`config.mk`:
```
export PLATFORM = sky130hd
export DESIGN_NAME = panel_pwrseq
export DESIGN_NICKNAME = d
export VERILOG_FILES = /design/src/rtl/psq_pkg.sv /design/src/rtl/psq_deadline.sv /design/src/rtl/psq_stage_ctl.sv /design/src/rtl/psq_drivers.sv /design/src/rtl/panel_pwrseq.sv
export SDC_FILE = /design/constraint.sdc
export NUM_CORES = 1
export LEC_CHECK = 0
export BUFFER_PORTS_ARGS = -buffer_cell sky130_fd_sc_hd__buf_2
export CAP_MARGIN = 40
export CORE_ASPECT_RATIO = 1.4
export CORE_UTILIZATION = 55
export CTS_BUF_LIST = sky130_fd_sc_hd__clkbuf_8 sky130_fd_sc_hd__clkbuf_16
export CTS_CLUSTER_DIAMETER = 60
export DETAILED_ROUTE_END_ITERATION = 10
export PLACE_DENSITY = 0.78
export SKIP_CTS_REPAIR_TIMING = 1
export SLEW_MARGIN = 20
export SYNTH_ARGS = -nofsm -noshare
export SYNTH_HDL_FRONTEND = slang
export SYNTH_SLANG_ARGS = --single-unit
```
`constraint.sdc`:
```
create_clock -name clk -period 7.1 [get_ports clk]
set_input_delay 1.065 -clock clk [delete_from_list [all_inputs] [get_ports clk]]
set_output_delay 1.065 -clock clk [all_outputs]
set_load 0.05 [all_outputs]
```
`src/rtl/psq_pkg.sv`:
```
// Shared stage encoding for the panel power sequencer.
// Assumes stage codes are consecutive; the stage register advances by +1.
package psq_pkg;
    typedef enum logic [2:0] {
        STG_START = 3'd0,
        STG_PANEL = 3'd1,
        STG_LINK  = 3'd2,
        STG_BLSUP = 3'd3,
        STG_PWM   = 3'd4,
        STG_BLON  = 3'd5,
        STG_DONE  = 3'd6
    } psq_stage_e;

    localparam int N_TIMED = 4;   // stages 0..N_TIMED-1 start a delay
    localparam int N_RAILS = 4;   // optional enable rails
endpackage

```
`src/rtl/psq_deadline.sv`:
```
// Microsecond timebase and deadline tracker.
// Keeps a free-running counter advanced by tick_i. On arm_i it stores an
// absolute deadline of now + delay*US_PER_MS, or now when no delay applies.
// due_o uses signed distance, so counter wrap is harmless as long as the
// delays stay below half the counter range.
module psq_deadline #(
    parameter int CNT_W = 32,
    parameter int DLY_W = 8,
    parameter int US_PER_MS = 1000,
    parameter logic [CNT_W-1:0] TIME_START = '0
) (
    input  logic             clk,
    input  logic             rst_n,
    input  logic             tick_i,
    input  logic             arm_i,
    input  logic             arm_timed_i,
    input  logic [DLY_W-1:0] delay_ms_i,
    output logic             due_o
);
    localparam logic [CNT_W-1:0] SCALE = CNT_W'(US_PER_MS);

    logic [CNT_W-1:0] now_q;
    logic [CNT_W-1:0] limit_q;
    logic [CNT_W-1:0] span;
    logic [CNT_W-1:0] remain;

    // Scale the millisecond delay into microsecond units.
    always_comb span = {{(CNT_W-DLY_W){1'b0}}, delay_ms_i} * SCALE;

    // Free-running microsecond counter.
    always_ff @(posedge clk) begin
        if (!rst_n)      now_q <= TIME_START;
        else if (tick_i) now_q <= now_q + 1'b1;
    end

    // Capture the deadline when a stage runs.
    always_ff @(posedge clk) begin
        if (!rst_n)     limit_q <= TIME_START;
        else if (arm_i) limit_q <= arm_timed_i ? now_q + span : now_q;
    end

    // Due when the signed distance to the deadline is zero or negative.
    always_comb begin
        remain = limit_q - now_q;
        due_o  = (remain == '0) || remain[CNT_W-1];
    end


    armed_wait_chk: assert property (@(posedge clk) disable iff (!rst_n)
        (arm_i && arm_timed_i && delay_ms_i != '0) |=> !due_o);
endmodule

```
`src/rtl/psq_stage_ctl.sv`:
```
// Stage register and advance decision.
// Stage 0 runs on start_i with no wait. Stages 1..5 run when the deadline is
// due and either run-through mode is set or a poll arrives. Stage 6 is final.
module psq_stage_ctl
    import psq_pkg::*;
(
    input  logic       clk,
    input  logic       rst_n,
    input  logic       start_i,
    input  logic       poll_i,
    input  logic       wait_mode_i,
    input  logic       due_i,
    output psq_stage_e stage_o,
    output logic       fire_o,
    output logic       arm_timed_o
);
    psq_stage_e stage_q;

    // Decide whether the current stage runs on this edge.
    always_comb begin
        if (stage_q == STG_START)     fire_o = start_i;
        else if (stage_q == STG_DONE) fire_o = 1'b0;
        else                          fire_o = due_i && (wait_mode_i || poll_i);
    end

    // Only the first N_TIMED stages start a delay.
    always_comb arm_timed_o = (int'(stage_q) < N_TIMED);

    // Advance the stage register by one on each run.
    always_ff @(posedge clk) begin
        if (!rst_n)      stage_q <= STG_START;
        else if (fire_o) stage_q <= psq_stage_e'(stage_q + 3'd1);
    end

    assign stage_o = stage_q;


    stage_step_chk: assert property (@(posedge clk) disable iff (!rst_n)
        (stage_q != $past(stage_q)) |-> (3'(stage_q) == 3'($past(stage_q)) + 3'd1));
endmodule

```
`src/rtl/psq_drivers.sv`:
```
// Output drivers: sticky rail enables, gated by presence flags, and the PWM
// load strobe and run level. Rail i is raised by its own stage code.
module psq_drivers
    import psq_pkg::*;
(
    input  logic               clk,
    input  logic               rst_n,
    input  logic               fire_i,
    input  psq_stage_e         fire_stage_i,
    input  logic [N_RAILS-1:0] present_i,
    output logic [N_RAILS-1:0] rails_o,
    output logic               pwm_run_o,
    output logic               pwm_load_o
);
    function automatic psq_stage_e rail_stage(input int idx);
        case (idx)
            0:       return STG_PANEL;
            1:       return STG_LINK;
            2:       return STG_BLSUP;
            default: return STG_BLON;
        endcase
    endfunction

    logic [N_RAILS-1:0] rails_q;

    for (genvar i = 0; i < N_RAILS; i++) begin : g_rail
        // Raise rail i on its stage when present; hold until reset.
        always_ff @(posedge clk) begin
            if (!rst_n) rails_q[i] <= 1'b0;
            else if (fire_i && fire_stage_i == rail_stage(i) && present_i[i])
                rails_q[i] <= 1'b1;
        end


        rail_hold_chk: assert property (@(posedge clk) disable iff (!rst_n)
            rails_q[i] |=> rails_q[i]);
    end

    // PWM strobe for one cycle and sticky run level.
    always_ff @(posedge clk) begin
        if (!rst_n) begin
            pwm_load_o <= 1'b0;
            pwm_run_o  <= 1'b0;
        end else begin
            pwm_load_o <= fire_i && fire_stage_i == STG_PWM;
            if (fire_i && fire_stage_i == STG_PWM) pwm_run_o <= 1'b1;
        end
    end

    assign rails_o = rails_q;


    pwm_pulse_chk: assert property (@(posedge clk) disable iff (!rst_n)
        pwm_load_o |=> (!pwm_load_o && pwm_run_o));
endmodule

```
`src/rtl/panel_pwrseq.sv`:
```
// Timed panel power sequencer top.
// Links the deadline tracker, the stage controller and the output drivers.
// Assumes delay_ms_i and present_i are stable while a sequence runs.
module panel_pwrseq
    import psq_pkg::*;
#(
    parameter int CNT_W = 32,
    parameter int DLY_W = 8,
    parameter int US_PER_MS = 1000,
    parameter logic [CNT_W-1:0] TIME_START = '0,
    parameter int DUTY_W = 8,
    parameter int HZ_W = 16,
    parameter int DIV_W = 4,
    parameter logic [DUTY_W-1:0] PWM_DUTY = 8'hDF,
    parameter logic [HZ_W-1:0] PWM_HZ = 16'd32768,
    parameter logic [DIV_W-1:0] PWM_DIV = 4'd1
) (
    input  logic                     clk,
    input  logic                     rst_n,
    input  logic                     start_i,
    input  logic                     poll_i,
    input  logic                     wait_mode_i,
    input  logic                     usec_tick_i,
    input  logic [N_TIMED*DLY_W-1:0] delay_ms_i,
    input  logic [N_RAILS-1:0]       present_i,
    output logic                     panel_vdd_o,
    output logic                     lvds_en_o,
    output logic                     bl_vdd_o,
    output logic                     pwm_run_o,
    output logic                     pwm_load_o,
    output logic [DUTY_W-1:0]        pwm_duty_o,
    output logic [HZ_W-1:0]          pwm_hz_o,
    output logic [DIV_W-1:0]         pwm_div_o,
    output logic                     bl_en_o,
    output logic [2:0]               stage_o,
    output logic                     done_o
);
    localparam int SEL_W = $clog2(N_TIMED);

    psq_stage_e         stage;
    logic               fire;
    logic               arm_timed;
    logic               due;
    logic [SEL_W-1:0]   sel;
    logic [DLY_W-1:0]   cur_delay;
    logic [N_RAILS-1:0] rails;

    // Pick the delay field that belongs to the stage now running.
    always_comb begin
        sel       = stage[SEL_W-1:0];
        cur_delay = delay_ms_i[sel*DLY_W +: DLY_W];
    end

    psq_deadline #(
        .CNT_W(CNT_W), .DLY_W(DLY_W), .US_PER_MS(US_PER_MS), .TIME_START(TIME_START)
    ) u_deadline (
        .clk(clk), .rst_n(rst_n), .tick_i(usec_tick_i), .arm_i(fire),
        .arm_timed_i(arm_timed), .delay_ms_i(cur_delay), .due_o(due)
    );

    psq_stage_ctl u_ctl (
        .clk(clk), .rst_n(rst_n), .start_i(start_i), .poll_i(poll_i),
        .wait_mode_i(wait_mode_i), .due_i(due), .stage_o(stage),
        .fire_o(fire), .arm_timed_o(arm_timed)
    );

    psq_drivers u_drv (
        .clk(clk), .rst_n(rst_n), .fire_i(fire), .fire_stage_i(stage),
        .present_i(present_i), .rails_o(rails), .pwm_run_o(pwm_run_o),
        .pwm_load_o(pwm_load_o)
    );

    // Map rails and present the fixed PWM settings while running.
    always_comb begin
        panel_vdd_o = rails[0];
        lvds_en_o   = rails[1];
        bl_vdd_o    = rails[2];
        bl_en_o     = rails[3];
        pwm_duty_o  = pwm_run_o ? PWM_DUTY : '0;
        pwm_hz_o    = PWM_HZ;
        pwm_div_o   = PWM_DIV;
        stage_o     = 3'(stage);
        done_o      = (stage == STG_DONE);
    end


    start_ignored_chk: assert property (@(posedge clk) disable iff (!rst_n)
        (stage != STG_START && start_i && !due) |=> $stable(stage));
endmodule

```
==> flow_summary.json <==
{
  "status": "completed",
  "required_ns": 7.36,
  "synth-main-ff-cell": "dfxtp_1",
  "cpMaxStageDelayCell": "fa_1",
  "multi_input_area_sq_um": 5740,
  "initial_core_util_pct": 56.3,
  "holdCritPathClass": "flop to flop",
  "placed_area_sq_um": 8230,
  "finalSetupViolCount": 0,
  "insertion_delay_ns": 0.34,
  "clock-root-buffer": "clkbuf_16",
  "numCtsBuffers": 9,
  "min_period_over_period_pct": 95.8,
  "ant_nets": 0,
  "cts.clk_slew.worst_paths_ns": 0.06,
  "first_global_vias": 6872,
  "antenna_found_initial": 0,
  "overflow": 0,
  "synth-async-reset-ratio_pct": 0,
  "layout-drive-gt1-share_pct": 12.7,
  "synth_xor_area_share_pct": 9.17,
  "synth-edff-count": 0,
  "worstReg2RegEnd": "u_deadline.limit_q[31]",
  "setup-tns-final_ns": 0,
  "synth_mux_area_share_pct": 4.33,
  "hpwlAfterDp_mm": 14.9,
  "holdPathStages": 2,
  "reg2regPathDepth": 26,
  "hold_viol": 0,
  "gp_congestion": 0.899,
  "grt_use_total_pct": 27.1,
  "synth_compound_area_share_pct": 19.2,
  "stdcell_area_sq_um": 8650,
  "numClockSinks": 73,
  "cap_violations": 0,
  "timing.slew.headroom_pct": 46.8,
  "ios": 80,
  "drt_wl_total_mm": 19.1,
  "dieArea_sq_um": 14700,
  "die-height_microns": 143,
  "syn-instance-count": 987,
  "r2r_slack_ns": 0.43,
  "synthSimpleGateAreaFrac_pct": 18.8,
  "vias_per_cell": 5.84,
  "synth_top_family_by_area": "adder cells",
  "fin_crit_ns": 6.80,
  "ys.warnings.count": 0,
  "avgSynthCellArea_sq_um": 7.93,
  "worstSetupEndpointType": "flop",
  "areaGrowthSynthToFinish_pct": 10.5,
  "nNetsFinal": 1191,
  "skew_ns": 0.00677,
  "worst_pin_slew_ns": 0.798,
  "syn_area_sq_um": 7830,
  "drc": 0,
  "dieWidth_microns": 103,
  "crit_path_max_fanout": 3,
  "start_kind": "input port",
  "clock_path_buffers": 2,
  "synthAdderAreaFrac_pct": 20.4,
  "worst_ep_arrival_time_ns": 7.06,
  "cts_tree": "built",
  "port_buffers": 58,
  "vias": 7152,
  "final.fill_count": 1209,
  "routedWlPerCell_microns": 15.6,
  "worstHoldStart": "u_drv.rails_o[2]",
  "drtIter0Drc": 484,
  "reg2reg_from": "u_ctl.stage_o[1]",
  "seq_area_frac_synth_pct": 18.7,
  "path_class": "input port to flop",
  "grt_max_degree": 45,
  "slew_viol_final": 0,
  "htree_num_levels": 3,
  "core.rowCount": 51,
  "yosys_register_bits": 73,
  "cp_slowest_stage_delay_ns": 0.59,
  "regArea_sq_um": 1460,
  "coreArea_sq_um": 13900,
  "grt_pass1_wl_mm": 31.5,
  "fmax_mhz": 147,
  "diodes": 0,
  "whs_endpoint": "u_drv.rails_o[2]",
  "ys_types": 67,
  "firstDrtPassIters": 5
}
==> cells in the final DEF (no fill, tap or decap), types with 14 or more instances in the layout <==
cell type   n
a21o_1     19
a21oi_1    69
buf_2      58
buf_4      21
conb_1     21
dfxtp_1    72
fa_1       23
ha_1       91
inv_1      89
nand2_1    89
nand3_1    28
nand4_1    23
nor2_1     77
nor3_1     31
o21a_1     16
o21ai_0    31
o31ai_1    18
xnor2_1    68
xor2_1     14
==> Yosys cell counts, drive strengths merged (3+ instances only) <==
library cell | instances | area [sq um]
nand3 | 28 | 140
o31a | 3 | 26.3
nand4 | 23 | 144
nor4 | 11 | 83.8
nand2 | 90 | 338
nand2b | 4 | 25.0
xnor2 | 68 | 596
a211oi | 14 | 135
and3 | 10 | 62.6
nor2 | 78 | 295
dfxtp | 73 | 1460
a21oi | 72 | 364
or3 | 8 | 50.1
o21ai | 40 | 200
o21bai | 10 | 75.1
inv | 89 | 334
and2 | 7 | 43.8
a311oi | 6 | 52.6
clkbuf | 28 | 105
a31oi | 6 | 37.5
clkinv | 3 | 11.3
mux2i | 11 | 110
buf | 36 | 277
xor2 | 14 | 123
nor3 | 31 | 155
mux4 | 9 | 203
o211ai | 3 | 22.5
nor2b | 9 | 56.3
o21a | 16 | 120
a21o | 19 | 143
o31ai | 18 | 135
or2 | 5 | 31.3
fa | 23 | 460
ha | 91 | 1140
a21boi | 3 | 26.3
==> state kept, by name, indices dropped and copies added (netlist names) <==
name and flops:
u_deadline.limit_q 32, u_deadline.now_q 32, u_drv.rails_o 4, u_ctl.stage_o 3
u_drv.pwm_load_o 1, u_drv.pwm_run_o 1
==> final cells by class <==
type                            instances  area share [%]
Inverter                               92            3.99
Multi-Input combinational cell        777            66.3
Clock buffer                            9            2.60
Timing Repair Buffer                   82            5.87
Sequential cell                        73            16.9
Clock inverter                          7            1.65
Tap cell                              185            2.67
==> layer usage <==
metal | GRT usage, % | wire, microns | vias to the layer above
li1 | - | - | 3501
met1 | 32.5 | 7910 | 3384
met2 | 49.1 | 9880 | 221
met3 | 2.45 | 745 | 46
met4 | 10.6 | 519 | 0
met5 | 0 | 0 | -
==> per-stage QoR <==
step	setup WS (ns)	std cells	util, %	hold WS [ns]
after floorplan	0.0245	1006	-	0.438
after global placement	0.0219	1203	58.8	0.432
after detailed placement	-0.0734	1205	59.2	0.435
after CTS	0.221	1221	61.8	0.443
after global routing	-0.0154	1225	62.2	0.476
final	0.298	1225	62.2	0.440
==> cells by family after synthesis <==
logic type,count (synthesis)
adder cells (fa/ha/maj),114
multiplexers,22
AO/OA/AOI/OAI,229
buffers and inverters,156
other,2
XOR/XNOR,82
AND/OR/NAND/NOR,309
flip-flops,73
==> worst max-delay path, delay by kind of cell <==
family	cells	cell delay, ns
adder cells (fa/ha/maj)	6	2.44
AO/OA/AOI/OAI	9	1.54
AND/OR/NAND/NOR	4	0.77
multiplexers	1	0.51
buffers and inverters	5	0.40
XOR/XNOR	2	0.32
==> worst max path at each step <==
stage	slack, ns	start	cells past startpoint	endpoint
finish	0.30	delay_ms_i[26]	27	u_deadline.limit_q[31]
global route	-0.02	delay_ms_i[26]	29	u_deadline.limit_q[28]
CTS	0.22	delay_ms_i[25]	29	u_deadline.limit_q[26]
detailed placement	-0.07	delay_ms_i[25]	29	u_deadline.limit_q[26]
global placement	0.02	delay_ms_i[25]	28	u_deadline.limit_q[18]
floorplan	0.02	u_ctl.stage_o[0]	28	u_deadline.limit_q[18]
Power is left out: the tool's default activity adds up to more than one toggle a clock period on the data nets, which glitch-free logic cannot reach.
